`src/rtl/fdp_pkg.sv`:
```
package fdp_pkg;

    localparam int WORD_W   = 32;
    localparam int EXP_W    = 8;
    localparam int FRAC_W   = 23;
    localparam int SIG_W    = FRAC_W + 1;
    localparam int PROD_W   = 2 * SIG_W;
    localparam int EXT_W    = 3;
    localparam int ALN_W    = PROD_W + EXT_W;
    localparam int SUM_W    = ALN_W + 1;
    localparam int PE_W     = EXP_W + 3;
    localparam int RE_W     = PE_W + 1;
    localparam int SH_W     = $clog2(ALN_W + 1);
    localparam int LZ_W     = $clog2(SUM_W);
    localparam int BIAS     = (1 << (EXP_W - 1)) - 1;
    localparam int EXP_ALL  = (1 << EXP_W) - 1;
    localparam int ONE_POS  = EXT_W + 2 * FRAC_W;
    localparam int NPROD    = 2;
    localparam int PIPE_LAT = 4;
    localparam logic [WORD_W-1:0] QNAN_WORD = {1'b0, {EXP_W{1'b1}}, 1'b1, {(FRAC_W-1){1'b0}}};

    typedef struct packed {
        logic                   sgn;
        logic                   zero;
        logic signed [PE_W-1:0] exp;
        logic [PROD_W-1:0]      sig;
    } prod_t;

    typedef struct packed {
        logic                   sgn_big;
        logic                   sgn_sml;
        logic signed [PE_W-1:0] exp;
        logic [ALN_W-1:0]       big;
        logic [ALN_W-1:0]       sml;
    } aln_t;

    typedef struct packed {
        logic                   sgn;
        logic signed [PE_W-1:0] exp;
        logic [SUM_W-1:0]       mag;
    } sum_t;

    // Exact product of two operands; exponent field 0 flushes to zero
    function automatic prod_t form_product(input logic [WORD_W-1:0] x,
                                           input logic [WORD_W-1:0] y,
                                           input logic              neg);
        prod_t p;
        logic [EXP_W-1:0] ex, ey;
        ex     = x[WORD_W-2 -: EXP_W];
        ey     = y[WORD_W-2 -: EXP_W];
        p.sgn  = x[WORD_W-1] ^ y[WORD_W-1] ^ neg;
        p.zero = (ex == '0) || (ey == '0);
        p.exp  = PE_W'(ex) + PE_W'(ey) - PE_W'(BIAS);
        p.sig  = PROD_W'({1'b1, x[FRAC_W-1:0]}) * PROD_W'({1'b1, y[FRAC_W-1:0]});
        return p;
    endfunction

    function automatic logic is_special(input logic [WORD_W-1:0] x);
        return x[WORD_W-2 -: EXP_W] == {EXP_W{1'b1}};
    endfunction

endpackage

```
`src/rtl/fdp_mul_stage.sv`:
```
module fdp_mul_stage
    import fdp_pkg::*;
(
    input  logic              clk,
    input  logic              rst_n,
    input  logic [WORD_W-1:0] op_a,
    input  logic [WORD_W-1:0] op_b,
    input  logic [WORD_W-1:0] op_c,
    input  logic [WORD_W-1:0] op_d,
    input  logic              sub_sel,
    output prod_t             prod_q [NPROD],
    output logic              special_q
);

    prod_t prod_n [NPROD];
    logic  special_n;

    always_comb begin
        prod_n[0] = form_product(op_a, op_b, 1'b0);
        // difference mode inverts the sign of the second product
        prod_n[1] = form_product(op_c, op_d, sub_sel);
        special_n = is_special(op_a) | is_special(op_b) |
                    is_special(op_c) | is_special(op_d);
    end

    always_ff @(posedge clk or negedge rst_n) begin
        if (!rst_n) begin
            for (int i = 0; i < NPROD; i++) prod_q[i] <= '0;
            special_q <= 1'b0;
        end else begin
            for (int i = 0; i < NPROD; i++) prod_q[i] <= prod_n[i];
            special_q <= special_n;
        end
    end

endmodule

```
`src/rtl/fdp_align_stage.sv`:
```
module fdp_align_stage
    import fdp_pkg::*;
(
    input  logic  clk,
    input  logic  rst_n,
    input  prod_t prod_i [NPROD],
    input  logic  special_i,
    output aln_t  aln_q,
    output logic  special_q
);

    localparam logic signed [PE_W-1:0] ALN_LIM = PE_W'(ALN_W);

    prod_t                  hi, lo;
    logic                   swap, lost;
    logic signed [PE_W-1:0] dif;
    logic [SH_W-1:0]        shamt;
    logic [ALN_W-1:0]       hi_v, lo_v, lo_s;
    aln_t                   aln_n;

    always_comb begin
        // larger product exponent wins; a zero product never does
        if (prod_i[1].zero)      swap = 1'b0;
        else if (prod_i[0].zero) swap = 1'b1;
        else                     swap = prod_i[1].exp > prod_i[0].exp;
        hi    = swap ? prod_i[1] : prod_i[0];
        lo    = swap ? prod_i[0] : prod_i[1];
        hi_v  = hi.zero ? '0 : {hi.sig, {EXT_W{1'b0}}};
        lo_v  = lo.zero ? '0 : {lo.sig, {EXT_W{1'b0}}};
        dif   = hi.exp - lo.exp;
        shamt = (dif > ALN_LIM) ? SH_W'(ALN_W) : dif[SH_W-1:0];
        lost  = 1'b0;
        for (int i = 0; i < ALN_W; i++) begin
            if (SH_W'(i) < shamt) lost = lost | lo_v[i];
        end
        lo_s = (lo_v >> shamt) | ALN_W'(lost);
        aln_n.sgn_big = hi.sgn;
        aln_n.sgn_sml = lo.sgn;
        aln_n.exp     = hi.exp;
        aln_n.big     = hi_v;
        aln_n.sml     = lo_s;
    end

    always_ff @(posedge clk or negedge rst_n) begin
        if (!rst_n) begin
            aln_q     <= '0;
            special_q <= 1'b0;
        end else begin
            aln_q     <= aln_n;
            special_q <= special_i;
        end
    end

endmodule

```
`src/rtl/fdp_addsub_stage.sv`:
```
module fdp_addsub_stage
    import fdp_pkg::*;
(
    input  logic clk,
    input  logic rst_n,
    input  aln_t aln_i,
    input  logic special_i,
    output sum_t sum_q,
    output logic special_q
);

    sum_t sum_n;

    always_comb begin
        sum_n.exp = aln_i.exp;
        if (aln_i.sgn_big == aln_i.sgn_sml) begin
            sum_n.mag = {1'b0, aln_i.big} + {1'b0, aln_i.sml};
            sum_n.sgn = aln_i.sgn_big;
        end else if (aln_i.big >= aln_i.sml) begin
            sum_n.mag = {1'b0, aln_i.big - aln_i.sml};
            sum_n.sgn = aln_i.sgn_big;
        end else begin
            // equal exponents may leave the smaller magnitude on top
            sum_n.mag = {1'b0, aln_i.sml - aln_i.big};
            sum_n.sgn = aln_i.sgn_sml;
        end
        if (sum_n.mag == '0) sum_n.sgn = 1'b0;  // exact zero is +0
    end

    always_ff @(posedge clk or negedge rst_n) begin
        if (!rst_n) begin
            sum_q     <= '0;
            special_q <= 1'b0;
        end else begin
            sum_q     <= sum_n;
            special_q <= special_i;
        end
    end

endmodule

```
`src/rtl/fdp_norm_round.sv`:
```
module fdp_norm_round
    import fdp_pkg::*;
(
    input  logic              clk,
    input  logic              rst_n,
    input  sum_t              sum_i,
    input  logic              special_i,
    output logic [WORD_W-1:0] result_q,
    output logic              ovf_q
);

    localparam int FR_W = FRAC_W + 1;

    logic [LZ_W-1:0]        lead;
    logic [SUM_W-1:0]       norm;
    logic [FRAC_W-1:0]      frac_t;
    logic                   grd, stk, rup;
    logic [FR_W-1:0]        frac_r;
    logic signed [RE_W-1:0] e;
    logic [WORD_W-1:0]      res_n;
    logic                   ovf_n;

    always_comb begin
        lead = '0;
        for (int i = 0; i < SUM_W; i++) begin
            if (sum_i.mag[i]) lead = LZ_W'(i);
        end
        norm   = sum_i.mag << (LZ_W'(SUM_W - 1) - lead);
        frac_t = norm[SUM_W-2 -: FRAC_W];
        grd    = norm[SUM_W-2-FRAC_W];
        stk    = |norm[SUM_W-3-FRAC_W:0];
        rup    = grd & (stk | frac_t[0]);
        frac_r = {1'b0, frac_t} + FR_W'(rup);
        // carry out of the fraction bumps the exponent
        e      = RE_W'(sum_i.exp) + RE_W'(lead) - RE_W'(ONE_POS) + RE_W'(frac_r[FRAC_W]);
        ovf_n  = 1'b0;
        if (special_i) begin
            res_n = QNAN_WORD;
        end else if (!norm[SUM_W-1]) begin
            res_n = '0;
        end else if (e >= EXP_ALL) begin
            res_n = {sum_i.sgn, {EXP_W{1'b1}}, {FRAC_W{1'b0}}};
            ovf_n = 1'b1;
        end else if (e <= 0) begin
            res_n = '0;
        end else begin
            res_n = {sum_i.sgn, e[EXP_W-1:0], frac_r[FRAC_W-1:0]};
        end
    end

    always_ff @(posedge clk or negedge rst_n) begin
        if (!rst_n) begin
            result_q <= '0;
            ovf_q    <= 1'b0;
        end else begin
            result_q <= res_n;
            ovf_q    <= ovf_n;
        end
    end

endmodule

```
`src/rtl/fdp_dot2.sv`:
```
module fdp_dot2
    import fdp_pkg::*;
(
    input  logic              clk,
    input  logic              rst_n,
    input  logic              in_valid,
    input  logic              sub_sel,
    input  logic [WORD_W-1:0] op_a,
    input  logic [WORD_W-1:0] op_b,
    input  logic [WORD_W-1:0] op_c,
    input  logic [WORD_W-1:0] op_d,
    output logic              out_valid,
    output logic [WORD_W-1:0] result,
    output logic              overflow
);

    prod_t                prod_q [NPROD];
    aln_t                 aln_q;
    sum_t                 sum_q;
    logic                 spec1_q, spec2_q, spec3_q;
    logic                 ovf_q;
    logic [PIPE_LAT-1:0]  vld_q;

    // valid travels beside the data, one bit per stage
    always_ff @(posedge clk or negedge rst_n) begin
        if (!rst_n) vld_q <= '0;
        else        vld_q <= {vld_q[PIPE_LAT-2:0], in_valid};
    end

    fdp_mul_stage u_mul (
        .clk       (clk),
        .rst_n     (rst_n),
        .op_a      (op_a),
        .op_b      (op_b),
        .op_c      (op_c),
        .op_d      (op_d),
        .sub_sel   (sub_sel),
        .prod_q    (prod_q),
        .special_q (spec1_q)
    );

    fdp_align_stage u_aln (
        .clk       (clk),
        .rst_n     (rst_n),
        .prod_i    (prod_q),
        .special_i (spec1_q),
        .aln_q     (aln_q),
        .special_q (spec2_q)
    );

    fdp_addsub_stage u_add (
        .clk       (clk),
        .rst_n     (rst_n),
        .aln_i     (aln_q),
        .special_i (spec2_q),
        .sum_q     (sum_q),
        .special_q (spec3_q)
    );

    fdp_norm_round u_rnd (
        .clk       (clk),
        .rst_n     (rst_n),
        .sum_i     (sum_q),
        .special_i (spec3_q),
        .result_q  (result),
        .ovf_q     (ovf_q)
    );

    assign out_valid = vld_q[PIPE_LAT-1];
    assign overflow  = ovf_q & out_valid;

endmodule

```
`config.mk`:
```
export PLATFORM = sky130hd
export DESIGN_NAME = fdp_dot2
export DESIGN_NICKNAME = d
export VERILOG_FILES = /design/src/rtl/fdp_pkg.sv /design/src/rtl/fdp_mul_stage.sv /design/src/rtl/fdp_align_stage.sv /design/src/rtl/fdp_addsub_stage.sv /design/src/rtl/fdp_norm_round.sv /design/src/rtl/fdp_dot2.sv
export SDC_FILE = /design/constraint.sdc
export NUM_CORES = 2
export LEC_CHECK = 0
export ABC_AREA = 1
export CORE_MARGIN = 8
export CORE_UTILIZATION = 50
export DETAILED_ROUTE_END_ITERATION = 6
export PLACE_DENSITY = 0.71
export SETUP_SLACK_MARGIN = 0.3
export SYNTH_ARGS = -nofsm -noshare
export SYNTH_HDL_FRONTEND = slang
export SYNTH_SLANG_ARGS = --single-unit
export TNS_END_PERCENT = 50
```
`constraint.sdc`:
```
create_clock -name clk -period 19.66 [get_ports clk]
set_input_delay 1.966 -clock clk [delete_from_list [all_inputs] [get_ports clk]]
set_output_delay 1.966 -clock clk [all_outputs]
set_load 0.005 [all_outputs]
```
==> flow_summary.yaml <==
cts:
  clk_pin_slew_ns: 0.06
  clk_path_buf_depth: 3
  cts_tree: "yes"
  ctsHoldBuffers: 0
  cts_resized: 0
  clock_latency_ns: 0.61
  cts_buffers: 40
  cts_root_buf: "clkbuf_16"
  clock-sinks: 338
  htreeDepth: 2
  cts_setup_buffers: 0
placement:
  globalplace.congestion: 1.02
  place_hpwl_mm: 170
  port_buffers: 165
  dp_slack_ns: 8.17
grt:
  grt_pass1_vias: 58700
  grt_use_total: 0.297
  use_met2: 0.493
  busiest_layer: "met2"
  antenna_found_initial: 4
  grt_max_degree: 123
  grtUsageMet3: 0.0379
  grt_pass1_wl_mm: 333
  gr-total-overflow: 0
  use_met1: 0.393
sta:
  final-hold-violation-count: 0
  worst_pin_slew_ns: 1.30
  slew_viol_final: 0
  period_share: 0.554
  relSlewSlack: 0.131
  fin_crit_ns: 10.89
  setup_viol: 0
  fin_setup_tns_ns: 0
  fin_ws_ns: 8.77
  fin_skew_ns: 0.0426
  max_freq_ghz: 0.0918
  rsz0062_at_grt: "no"
synthesis:
  ys_seq_area_frac: 0.129
  async_flop_share: 1.00
  synth-edff-count: 0
  ys_ff_latch: 338
  syn_avg_cell_area_sq_um: 7.40
  synth_flop_cell: "dfrtp_1"
  yosys_warnings: 0
  netlist-cell-type-count: 68
  syn_nets: 10500
  postSynthCellCount: 8833
  synth_area_sq_um: 65300
critical_path:
  critical_path_buf_inv_count: 7
  path_common_cell: "fa_1"
  slowest_delay_ns: 1.29
  cp_slowest_cell: "clkdlybuf4s50_1"
  critical_path_class: "in2reg"
  start_kind: "primary input"
  critical_path_required_ns: 20.12
  crit_fanout: 24
  end_kind: "flip-flop"
  arrival_ns: 11.36
  path_delay_family: "adder cells"
die:
  core_sq_um: 130000
  die-area_sq_um: 142000
  rows: 132
  ios: 166
  start_util: 0.504
  die_height_microns: 377
  fp.dieW_microns: 377
layout:
  layout_common_cells: "inv_1 (2148), nand2_1 (2012), fa_1 (969)"
  area_growth_pct: 6.65
  drive_gt1_frac: 0.0287
  fillers: 12500
  final_common_cell: "inv_1"
  final_nets: 10400
routing:
  drtIter0Drc: 5259
  via_per_inst: 5.52
  dr.pass1.iters: 6
  detail-route-antenna-nets: 0
  num_vias: 58100
  wl_per_cell_microns: 20.3
  drt_wl_total_mm: 214
  drcViolationCount: 0
job:
  drv_cap: 0
status:
  status: "complete, no violations"
min_path:
  hold_class: "reg2reg"
==> worst reg2reg max path: cells and delay by family, from the launching register on <==
family / cells / cell delay [ns]
AND/OR/NAND/NOR: 63 / 4.89
flip-flops: 1 / 0.41
buffers and inverters: 6 / 1.65
adder cells (fa/ha/maj): 3 / 0.89
AO/OA/AOI/OAI: 12 / 1.58
XOR/XNOR: 1 / 0.19
==> metrics by stage <==
stage / hold slack (ns) / instances / instance area [sq um] / util
6_report: 0.341 / 10500 / 69700 / 0.537
5_1_grt: 0.352 / 10500 / 69700 / 0.537
4_1_cts: 0.339 / 10500 / 69700 / 0.537
3_5_place_dp: 0.335 / 10500 / 68400 / 0.527
3_3_place_gp: 0.331 / 10500 / 68400 / 0.527
2_1_floorplan: 0.331 / 8833 / 65300 / -
==> area by class of cell <==
class                      count  area [sq um]  share of cell area
clock buffer                  45          1050              0.0151
multi-input combinational   5941         47200               0.677
timing repair buffer         261          2350              0.0338
antenna                        4          10.0            0.000144
clock inverter                25           249             0.00357
tap                         1742          2180              0.0313
inverter                    2176          8170               0.117
sequential                   338          8460               0.121
==> flip-flops by register name, summed over array words and instances (netlist names) <==
| name | count |
|---|---|
| u_add.special_q | 1 |
| u_add.sum_q | 64 |
| u_aln.aln_q | 112 |
| u_aln.special_q | 1 |
| u_mul.prod_q | 122 |
| u_mul.special_q | 1 |
| u_rnd.ovf_q | 1 |
| u_rnd.result_q | 32 |
| vld_q | 4 |
==> metal layers <==
layer	routed length [microns]	vias to the layer above	part of all wire
met5	34	-	0.00016
met4	10400	2	0.049
met3	16300	577	0.076
met2	101000	2507	0.47
met1	86200	28400	0.40
li1	-	26600	-
==> synth_stat cells, types with 24 or more instances <==
cell type  count  area (sq um)
ha_1         538          6730
o211ai_1      36           270
a21oi_1      437          2190
nand4_1       44           275
nor2_1       384          1440
nand2_1     2013          7560
xor2_1       142          1240
a31oi_1       31           194
o21ai_1       59           295
nand3_1      510          2550
nor4_1        36           225
fa_1         969         19400
dfrtp_1      338          8460
o21ai_0      371          1860
buf_1         29           109
nor3_1        35           175
o22ai_1       39           244
o21bai_1      24           180
o221ai_1      28           245
o21a_1        25           188
clkbuf_1     312          1170
xnor2_1       43           377
inv_1       2149          8070
==> final timing paths <==
path | from | to | slack (ns) | depth (start not counted)
max | op_a[14] | u_mul.prod_q[107] | 8.77 | 38
min | vld_q[2] | vld_q[3] | 0.34 | 0
max reg2reg | u_add.sum_q[2] | u_rnd.result_q[5] | 9.96 | 85
min reg2reg | vld_q[2] | vld_q[3] | 0.34 | 0
max in group asynchronous | rst_n | u_rnd.result_q[29] | 16.21 | 3
min in group asynchronous | rst_n | u_aln.aln_q[10] | 1.40 | 1
==> cell families after synthesis <==
group	Yosys count	share of synthesized area
DFF	338	0.129
adders and majority gates	1507	0.400
muxes	19	0.00291
and+or+nand+nor	3080	0.194
AOI/OAI and AO/OA	1149	0.0996
buffers and inverters	2554	0.149
xor gates and xnor gates	186	0.0251
Power is left out: the tool's default activity adds up to more than one toggle a clock period on the data nets, which glitch-free logic cannot reach.
